`config.mk`:
```
export PLATFORM = sky130hd
export DESIGN_NAME = xlat_tlb
export DESIGN_NICKNAME = d
export VERILOG_FILES = /design/src/rtl/tlb_pkg.sv /design/src/rtl/tlb_store.sv /design/src/rtl/tlb_match.sv /design/src/rtl/tlb_victim.sv /design/src/rtl/xlat_tlb.sv
export SDC_FILE = /design/constraint.sdc
export NUM_CORES = 2
export LEC_CHECK = 0
export BUFFER_PORTS_ARGS = -buffer_cell sky130_fd_sc_hd__buf_2
export CAP_MARGIN = 20
export CORE_MARGIN = 5
export CORE_UTILIZATION = 57
export DETAILED_ROUTE_END_ITERATION = 16
export PLACE_DENSITY_LB_ADDON = 0.15
export SLEW_MARGIN = 20
export SYNTH_ARGS = -nofsm -noshare
export SYNTH_HDL_FRONTEND = slang
export SYNTH_SLANG_ARGS = --single-unit
```
`constraint.sdc`:
```
create_clock -name clk -period 2.78 [get_ports clk]
set_input_delay 0.139 -clock clk [delete_from_list [all_inputs] [get_ports clk]]
set_output_delay 0.139 -clock clk [all_outputs]
set_load 0.1 [all_outputs]
```
`src/rtl/tlb_pkg.sv`:
```
// Shared types for the translation buffer.
// Assumes: consumers use the outcome encoding only inside the block.
package tlb_pkg;

    // Classification of one lookup
    typedef enum logic [1:0] {
        LK_MISS  = 2'd0,
        LK_HIT   = 2'd1,
        LK_FAULT = 2'd2
    } lk_outcome_e;

endpackage

```
`src/rtl/tlb_store.sv`:
```
// Entry storage: tag, frame, rights, dirty, reference and valid per slot.
// Assumes: fill and touch never arrive in the same cycle (the top drops
// the lookup when a fill is present); flush wins over both.
module tlb_store #(
    parameter int N     = 32,
    parameter int VPN_W = 20,
    parameter int PPN_W = 18,
    localparam int IDX_W = $clog2(N)
) (
    input  logic                    clk,
    input  logic                    rst_n,
    input  logic                    flush,
    input  logic                    fill_en,
    input  logic [IDX_W-1:0]        fill_slot,
    input  logic [VPN_W-1:0]        fill_vpn,
    input  logic [PPN_W-1:0]        fill_ppn,
    input  logic                    fill_rd,
    input  logic                    fill_wr,
    input  logic                    ref_wipe,
    input  logic                    touch_en,
    input  logic [IDX_W-1:0]        touch_slot,
    input  logic                    touch_write,
    output logic [N-1:0]            vld,
    output logic [N-1:0]            refb,
    output logic [N-1:0]            dirty,
    output logic [N-1:0]            rd_ok,
    output logic [N-1:0]            wr_ok,
    output logic [N-1:0][VPN_W-1:0] tags,
    output logic [N-1:0][PPN_W-1:0] ppns
);

    // Status bits: valid, reference and dirty per entry
    always_ff @(posedge clk) begin
        if (!rst_n) begin
            vld   <= '0;
            refb  <= '0;
            dirty <= '0;
        end else if (flush) begin
            vld  <= '0;
            refb <= '0;
        end else if (fill_en) begin
            if (ref_wipe) begin
                refb <= '0;
            end
            vld[fill_slot]   <= 1'b1;
            refb[fill_slot]  <= 1'b1;
            dirty[fill_slot] <= 1'b0;
        end else if (touch_en) begin
            refb[touch_slot] <= 1'b1;
            if (touch_write) begin
                dirty[touch_slot] <= 1'b1;
            end
        end
    end

    // Mapping payload: written only by a fill
    always_ff @(posedge clk) begin
        if (!rst_n) begin
            tags  <= '0;
            ppns  <= '0;
            rd_ok <= '0;
            wr_ok <= '0;
        end else if (fill_en && !flush) begin
            tags[fill_slot]  <= fill_vpn;
            ppns[fill_slot]  <= fill_ppn;
            rd_ok[fill_slot] <= fill_rd;
            wr_ok[fill_slot] <= fill_wr;
        end
    end

endmodule

```
`src/rtl/tlb_match.sv`:
```
// Parallel tag compare and selection of the matching entry's fields.
// Assumes: at most one valid entry carries a given page number.
module tlb_match #(
    parameter int N     = 32,
    parameter int VPN_W = 20,
    parameter int PPN_W = 18,
    localparam int IDX_W = $clog2(N)
) (
    input  logic [VPN_W-1:0]        vpn,
    input  logic                    is_write,
    input  logic [N-1:0]            vld,
    input  logic [N-1:0]            dirty,
    input  logic [N-1:0]            rd_ok,
    input  logic [N-1:0]            wr_ok,
    input  logic [N-1:0][VPN_W-1:0] tags,
    input  logic [N-1:0][PPN_W-1:0] ppns,
    output logic                    found,
    output logic                    permit,
    output logic                    sel_dirty,
    output logic [IDX_W-1:0]        sel_idx,
    output logic [PPN_W-1:0]        sel_ppn
);

    logic [N-1:0] eq_vec;

    // One comparator per slot
    for (genvar g = 0; g < N; g++) begin : g_cmp
        assign eq_vec[g] = vld[g] && (tags[g] == vpn);
    end

    // OR-select the fields of the (single) matching slot
    always_comb begin
        found     = |eq_vec;
        permit    = 1'b0;
        sel_dirty = 1'b0;
        sel_idx   = '0;
        sel_ppn   = '0;
        for (int i = 0; i < N; i++) begin
            if (eq_vec[i]) begin
                permit    = permit | (is_write ? wr_ok[i] : rd_ok[i]);
                sel_dirty = sel_dirty | dirty[i];
                sel_idx   = sel_idx | IDX_W'(i);
                sel_ppn   = sel_ppn | ppns[i];
            end
        end
    end

endmodule

```
`src/rtl/tlb_victim.sv`:
```
// Replacement choice: lowest invalid slot, else lowest slot with a clear
// reference bit, else slot 0 together with a request to wipe all bits.
// Assumes: the wipe is applied by the storage in the fill cycle.
module tlb_victim #(
    parameter int N = 32,
    localparam int IDX_W = $clog2(N)
) (
    input  logic [N-1:0]     vld,
    input  logic [N-1:0]     refb,
    output logic [IDX_W-1:0] slot,
    output logic             wipe
);

    logic             have_free;
    logic             have_cold;
    logic [IDX_W-1:0] free_idx;
    logic [IDX_W-1:0] cold_idx;

    // Priority search, downward so the lowest index is kept last
    always_comb begin
        have_free = 1'b0;
        have_cold = 1'b0;
        free_idx  = '0;
        cold_idx  = '0;
        for (int i = N - 1; i >= 0; i--) begin
            if (!vld[i]) begin
                have_free = 1'b1;
                free_idx  = IDX_W'(i);
            end
            if (!refb[i]) begin
                have_cold = 1'b1;
                cold_idx  = IDX_W'(i);
            end
        end
    end

    // Final pick and clear-all fallback
    always_comb begin
        wipe = 1'b0;
        if (have_free) begin
            slot = free_idx;
        end else if (have_cold) begin
            slot = cold_idx;
        end else begin
            slot = '0;
            wipe = 1'b1;
        end
    end

endmodule

```
`src/rtl/xlat_tlb.sv`:
```
// Fully associative translation buffer top level.
// Lookup decode is combinational, results are registered one cycle later.
// Priority within a cycle: flush, then fill, then lookup.
// Assumes: callers never fill a page number already present.
module xlat_tlb #(
    parameter int ENTRIES = 32,
    parameter int VPN_W   = 20,
    parameter int PPN_W   = 18,
    parameter int OFF_W   = 12,
    localparam int IDX_W  = $clog2(ENTRIES),
    localparam int VA_W   = VPN_W + OFF_W,
    localparam int PA_W   = PPN_W + OFF_W
) (
    input  logic             clk,
    input  logic             rst_n,
    input  logic             flush,
    input  logic             lk_valid,
    input  logic             lk_write,
    input  logic [VA_W-1:0]  lk_vaddr,
    input  logic             fill_valid,
    input  logic [VPN_W-1:0] fill_vpn,
    input  logic [PPN_W-1:0] fill_ppn,
    input  logic             fill_rd,
    input  logic             fill_wr,
    output logic             res_valid,
    output logic             res_hit,
    output logic             res_miss,
    output logic             res_fault,
    output logic             res_dirty,
    output logic [PA_W-1:0]  res_paddr,
    output logic             fill_done,
    output logic [IDX_W-1:0] fill_idx
);

    import tlb_pkg::*;

    logic [ENTRIES-1:0]            vld_w;
    logic [ENTRIES-1:0]            ref_w;
    logic [ENTRIES-1:0]            dirty_w;
    logic [ENTRIES-1:0]            rd_w;
    logic [ENTRIES-1:0]            wr_w;
    logic [ENTRIES-1:0][VPN_W-1:0] tag_w;
    logic [ENTRIES-1:0][PPN_W-1:0] ppn_w;

    logic             do_fill;
    logic             do_look;
    logic             m_found;
    logic             m_permit;
    logic             m_dirty;
    logic [IDX_W-1:0] m_idx;
    logic [PPN_W-1:0] m_ppn;
    logic [IDX_W-1:0] v_slot;
    logic             v_wipe;
    lk_outcome_e      outcome;

    // Accept rules for this cycle
    assign do_fill = fill_valid && !flush;
    assign do_look = lk_valid && !fill_valid && !flush;

    tlb_store #(.N(ENTRIES), .VPN_W(VPN_W), .PPN_W(PPN_W)) u_store (
        .clk        (clk),
        .rst_n      (rst_n),
        .flush      (flush),
        .fill_en    (do_fill),
        .fill_slot  (v_slot),
        .fill_vpn   (fill_vpn),
        .fill_ppn   (fill_ppn),
        .fill_rd    (fill_rd),
        .fill_wr    (fill_wr),
        .ref_wipe   (v_wipe),
        .touch_en   (do_look && outcome == LK_HIT),
        .touch_slot (m_idx),
        .touch_write(lk_write),
        .vld        (vld_w),
        .refb       (ref_w),
        .dirty      (dirty_w),
        .rd_ok      (rd_w),
        .wr_ok      (wr_w),
        .tags       (tag_w),
        .ppns       (ppn_w)
    );

    tlb_match #(.N(ENTRIES), .VPN_W(VPN_W), .PPN_W(PPN_W)) u_match (
        .vpn      (lk_vaddr[VA_W-1:OFF_W]),
        .is_write (lk_write),
        .vld      (vld_w),
        .dirty    (dirty_w),
        .rd_ok    (rd_w),
        .wr_ok    (wr_w),
        .tags     (tag_w),
        .ppns     (ppn_w),
        .found    (m_found),
        .permit   (m_permit),
        .sel_dirty(m_dirty),
        .sel_idx  (m_idx),
        .sel_ppn  (m_ppn)
    );

    tlb_victim #(.N(ENTRIES)) u_victim (
        .vld (vld_w),
        .refb(ref_w),
        .slot(v_slot),
        .wipe(v_wipe)
    );

    // Classify the current lookup
    always_comb begin
        if (!m_found) begin
            outcome = LK_MISS;
        end else if (m_permit) begin
            outcome = LK_HIT;
        end else begin
            outcome = LK_FAULT;
        end
    end

    // Register the lookup result
    always_ff @(posedge clk) begin
        if (!rst_n) begin
            res_valid <= 1'b0;
            res_hit   <= 1'b0;
            res_miss  <= 1'b0;
            res_fault <= 1'b0;
            res_dirty <= 1'b0;
            res_paddr <= '0;
        end else begin
            res_valid <= do_look;
            res_hit   <= do_look && outcome == LK_HIT;
            res_miss  <= do_look && outcome == LK_MISS;
            res_fault <= do_look && outcome == LK_FAULT;
            res_dirty <= do_look && m_found && m_dirty;
            if (do_look && outcome == LK_HIT) begin
                res_paddr <= {m_ppn, lk_vaddr[OFF_W-1:0]};
            end else begin
                res_paddr <= '0;
            end
        end
    end

    // Register the fill completion and its slot
    always_ff @(posedge clk) begin
        if (!rst_n) begin
            fill_done <= 1'b0;
            fill_idx  <= '0;
        end else begin
            fill_done <= do_fill;
            fill_idx  <= do_fill ? v_slot : '0;
        end
    end

endmodule

```
==> results.ini <==
[worst_setup_path]
slowest_delay_ns = 0.62
worstSetupPathType = reg -> reg
cp_cell_sequence = nand4_1, or4_4, a211oi_4, and2_4, buf_6, o2111ai_4, a21oi_4, buf_6, and2_4, nand2_2, buf_12, o221a_2
start_kind = register
reg2reg_from = u_store.vld[31]$_SDFFE_PN0P_
critPathMaxFanout = 40
cp.arrival_ns = 3.95
cp_top_family = simple AND/OR/NAND/NOR gates
cp_slowest_cell = or4_4
worstSetupStartpoint = u_store.vld[31]$_SDFFE_PN0P_
cp-end-kind = register
required_ns = 3.44
cp_num_buf_inv = 3

[synth]
netlist-cell-type-count = 89
synthMuxAreaShare = 0.1117
synth.area.top_cells = dfxtp_1 43%, mux2i_1 11%, xnor2_1 7.5%, nor2b_1 6.8%, o221a_2 5.3%
synth_top_area_frac = 0.4268
synthFlopType = dfxtp_1
synth_compound_area_frac = 0.1478
synth_edf_count = 0
synth_top_family_by_area = simple AND/OR/NAND/NOR gates
ys_ff_latch = 1417
netlist.top_cell.by_area = dfxtp_1
synth_fa_ha_area_frac = 0
synthCells = 6835
syn_avg_cell_area_um2 = 9.724
syn-num-nets = 6913
yosys.area_share.simple = 0.1816
async_flop_share = 0
synth_area_um2 = 66460
synth_warnings = 0
synth_xor_area_frac = 0.08408
yosysSeqAreaShare = 0.4268

[cells_and_area]
drive_above_1_share = 0.2679
final_cell_mix = 1391 x dfxtp_1, 874 x buf_4, 719 x nor2b_1
mostFrequentLayoutCell = dfxtp_1
utilization = 0.7354
final_cells = 9309
num-fill-cells = 8269
final_area_um2 = 85340
final_nets = 7742
syn_to_final_growth_pct = 28.41

[placement]
pre_cts_slack_ns = -1.016
place_inst = 8867
hpwl_mm = 170.4
gp_congestion = 1.025
place_area_um2 = 76560
placement.io_buffers = 118

[timing]
fin_crit_ns = 3.290
fin_crit_sh = 1.184
slew_viol_final = 0
setup_viol = 1407
finalClockSkew_ns = 0.03941
setup_ws_ns = -0.5104
fmax_mhz = 303.9
worst_pin_slew_ns = 1.233
fin_tns_setup_ns = -482.76
rsz0062_at_grt = true
hold_viol_final = 0
holdWs_ns = 0.03800
max_slew_margin = 0.1781

[power]
leakage_nw = 32.90
power.density_nw_per_um2 = 529.0
power_mw = 45.14
ir_drop_uv = 664.6

[run]
cap_violations = 0

[hold_path]
min_from = fill_vpn[0]
hold_path.class = in -> reg

[grt]
grt_pass1_wl_mm = 385.3
grt_antenna_before_repair = 9
grt.total_usage = 0.4163
overflow = 0
grt_pass1_vias = 58410
grt_max_degree = 256

[status]
outcome = finished with violations
violations = negative setup slack

[clocking]
numCtsBuffers = 151
worstSkewPairLatency_ns = 0.81
path_clk_slew_ns = 0.06
h-tree-depth = 4
cts_tree = built
cts_sinks = 1417
clock_path_buffers = 3
clockRootBuffer = clkbuf_16

[route]
post-route-drc-count = 0
first_iter_violations = 8720
routed-via-count = 60930
dr.pass1.iters = 8
postRouteAntennaNets = 0
routed_wire_length_per_instance_um = 29.71
wl_mm = 276.5
viasPerCell = 6.545

[die]
initial_core_util = 0.5727
dieArea_um2 = 123500
die_w_um = 351.5
rows = 125
coreArea_um2 = 116000
io_pins = 119
die_h_um = 351.5

area by class of cell:
class / count / area (um^2) / area share
inverter: 29 / 108.9 / 0.001276
sequential: 1417 / 28400 / 0.3328
timing repair buffer: 1336 / 13580 / 0.1591
tap: 1524 / 1907 / 0.02234
clock buffer: 212 / 4299 / 0.05038
clock inverter: 56 / 883.3 / 0.01035
antenna: 6 / 15.01 / 0.0001759
multi-input combinational: 4729 / 36140 / 0.4235
final timing paths:
path                                                       end  cells after the start  slack (ns)
worst max-delay path            u_store.tags[385]$_SDFFE_PN0P_                     12       -0.51
worst min-delay path            u_store.tags[520]$_SDFFE_PN0P_                      3        0.04
worst max register to register  u_store.tags[385]$_SDFFE_PN0P_                     12       -0.51
worst min register to register  u_store.wr_ok[28]$_SDFFE_PN0P_                      2        0.45
cells by family (layout without fill, tap and decap cells):
kind of cell	Yosys count	after routing
XOR/XNOR	638	638
buffers and inverters	689	1633
multiplexers	738	738
other	0	6
flip-flops	1417	1417
AND/OR/NAND/NOR	2223	2223
AO/OA/AOI/OAI	1130	1130
registers in the layout, summed over array words and instances, names as in the netlist, 5 cells and up:
register and flops:
u_store.wr_ok 32, res_paddr 30, u_store.vld 32, u_store.rd_ok 32
u_store.dirty 32, fill_idx 5, u_store.tags 640, u_store.ppns 576
u_store.refb 32
worst reg2reg max path, cell delays in order, from the launching register on:
cell       delay (ns)
dfxtp_2          0.33
nand4_1          0.17
or4_4            0.62
a211oi_4         0.26
and2_4           0.20
buf_6            0.10
o2111ai_4        0.15
a21oi_4          0.30
buf_6            0.16
and2_4           0.21
nand2_2          0.09
buf_12           0.18
o221a_2          0.40
synth_stat cells (39+ instances only):
cell and instances:
a22o_1 117, nand3_1 128, a21oi_1 64, buf_2 143, nor4_1 69, o21ai_0 39, nand4_1 300, xnor2_1 569
and2_1 50, dfxtp_1 1417, nor2b_1 720, a21boi_0 247, o221a_2 314, a221oi_1 119, clkbuf_1 423, buf_4 48
nor2_1 126, a22oi_1 96, nand2_1 649, xor2_1 69, mux2i_1 710
metal layers:
metal  GRT usage  part of all wire
met1      0.5180              0.37
met2      0.6491              0.43
met3     0.09219              0.11
met4      0.2799             0.085
met5           0           0.00027
power by group:
part           total [mW]  switching, mW  internal, mW
clock network        21.2           9.02          12.2
registers            20.4         0.0465          20.4
logic                3.49           2.02          1.47
what timing repair did:
item / 4_1_cts / 5_1_grt
setup endpoints to repair: 1410 / 1409
pin swaps: 61 / 62
hold endpoints to repair: 664 / 0
resized for setup: 163 / 200
cloned: 16 / 32
buffers inserted: 40 / 30
hold buffers: 52 / 0
Power figures use the tool's default switching activity.
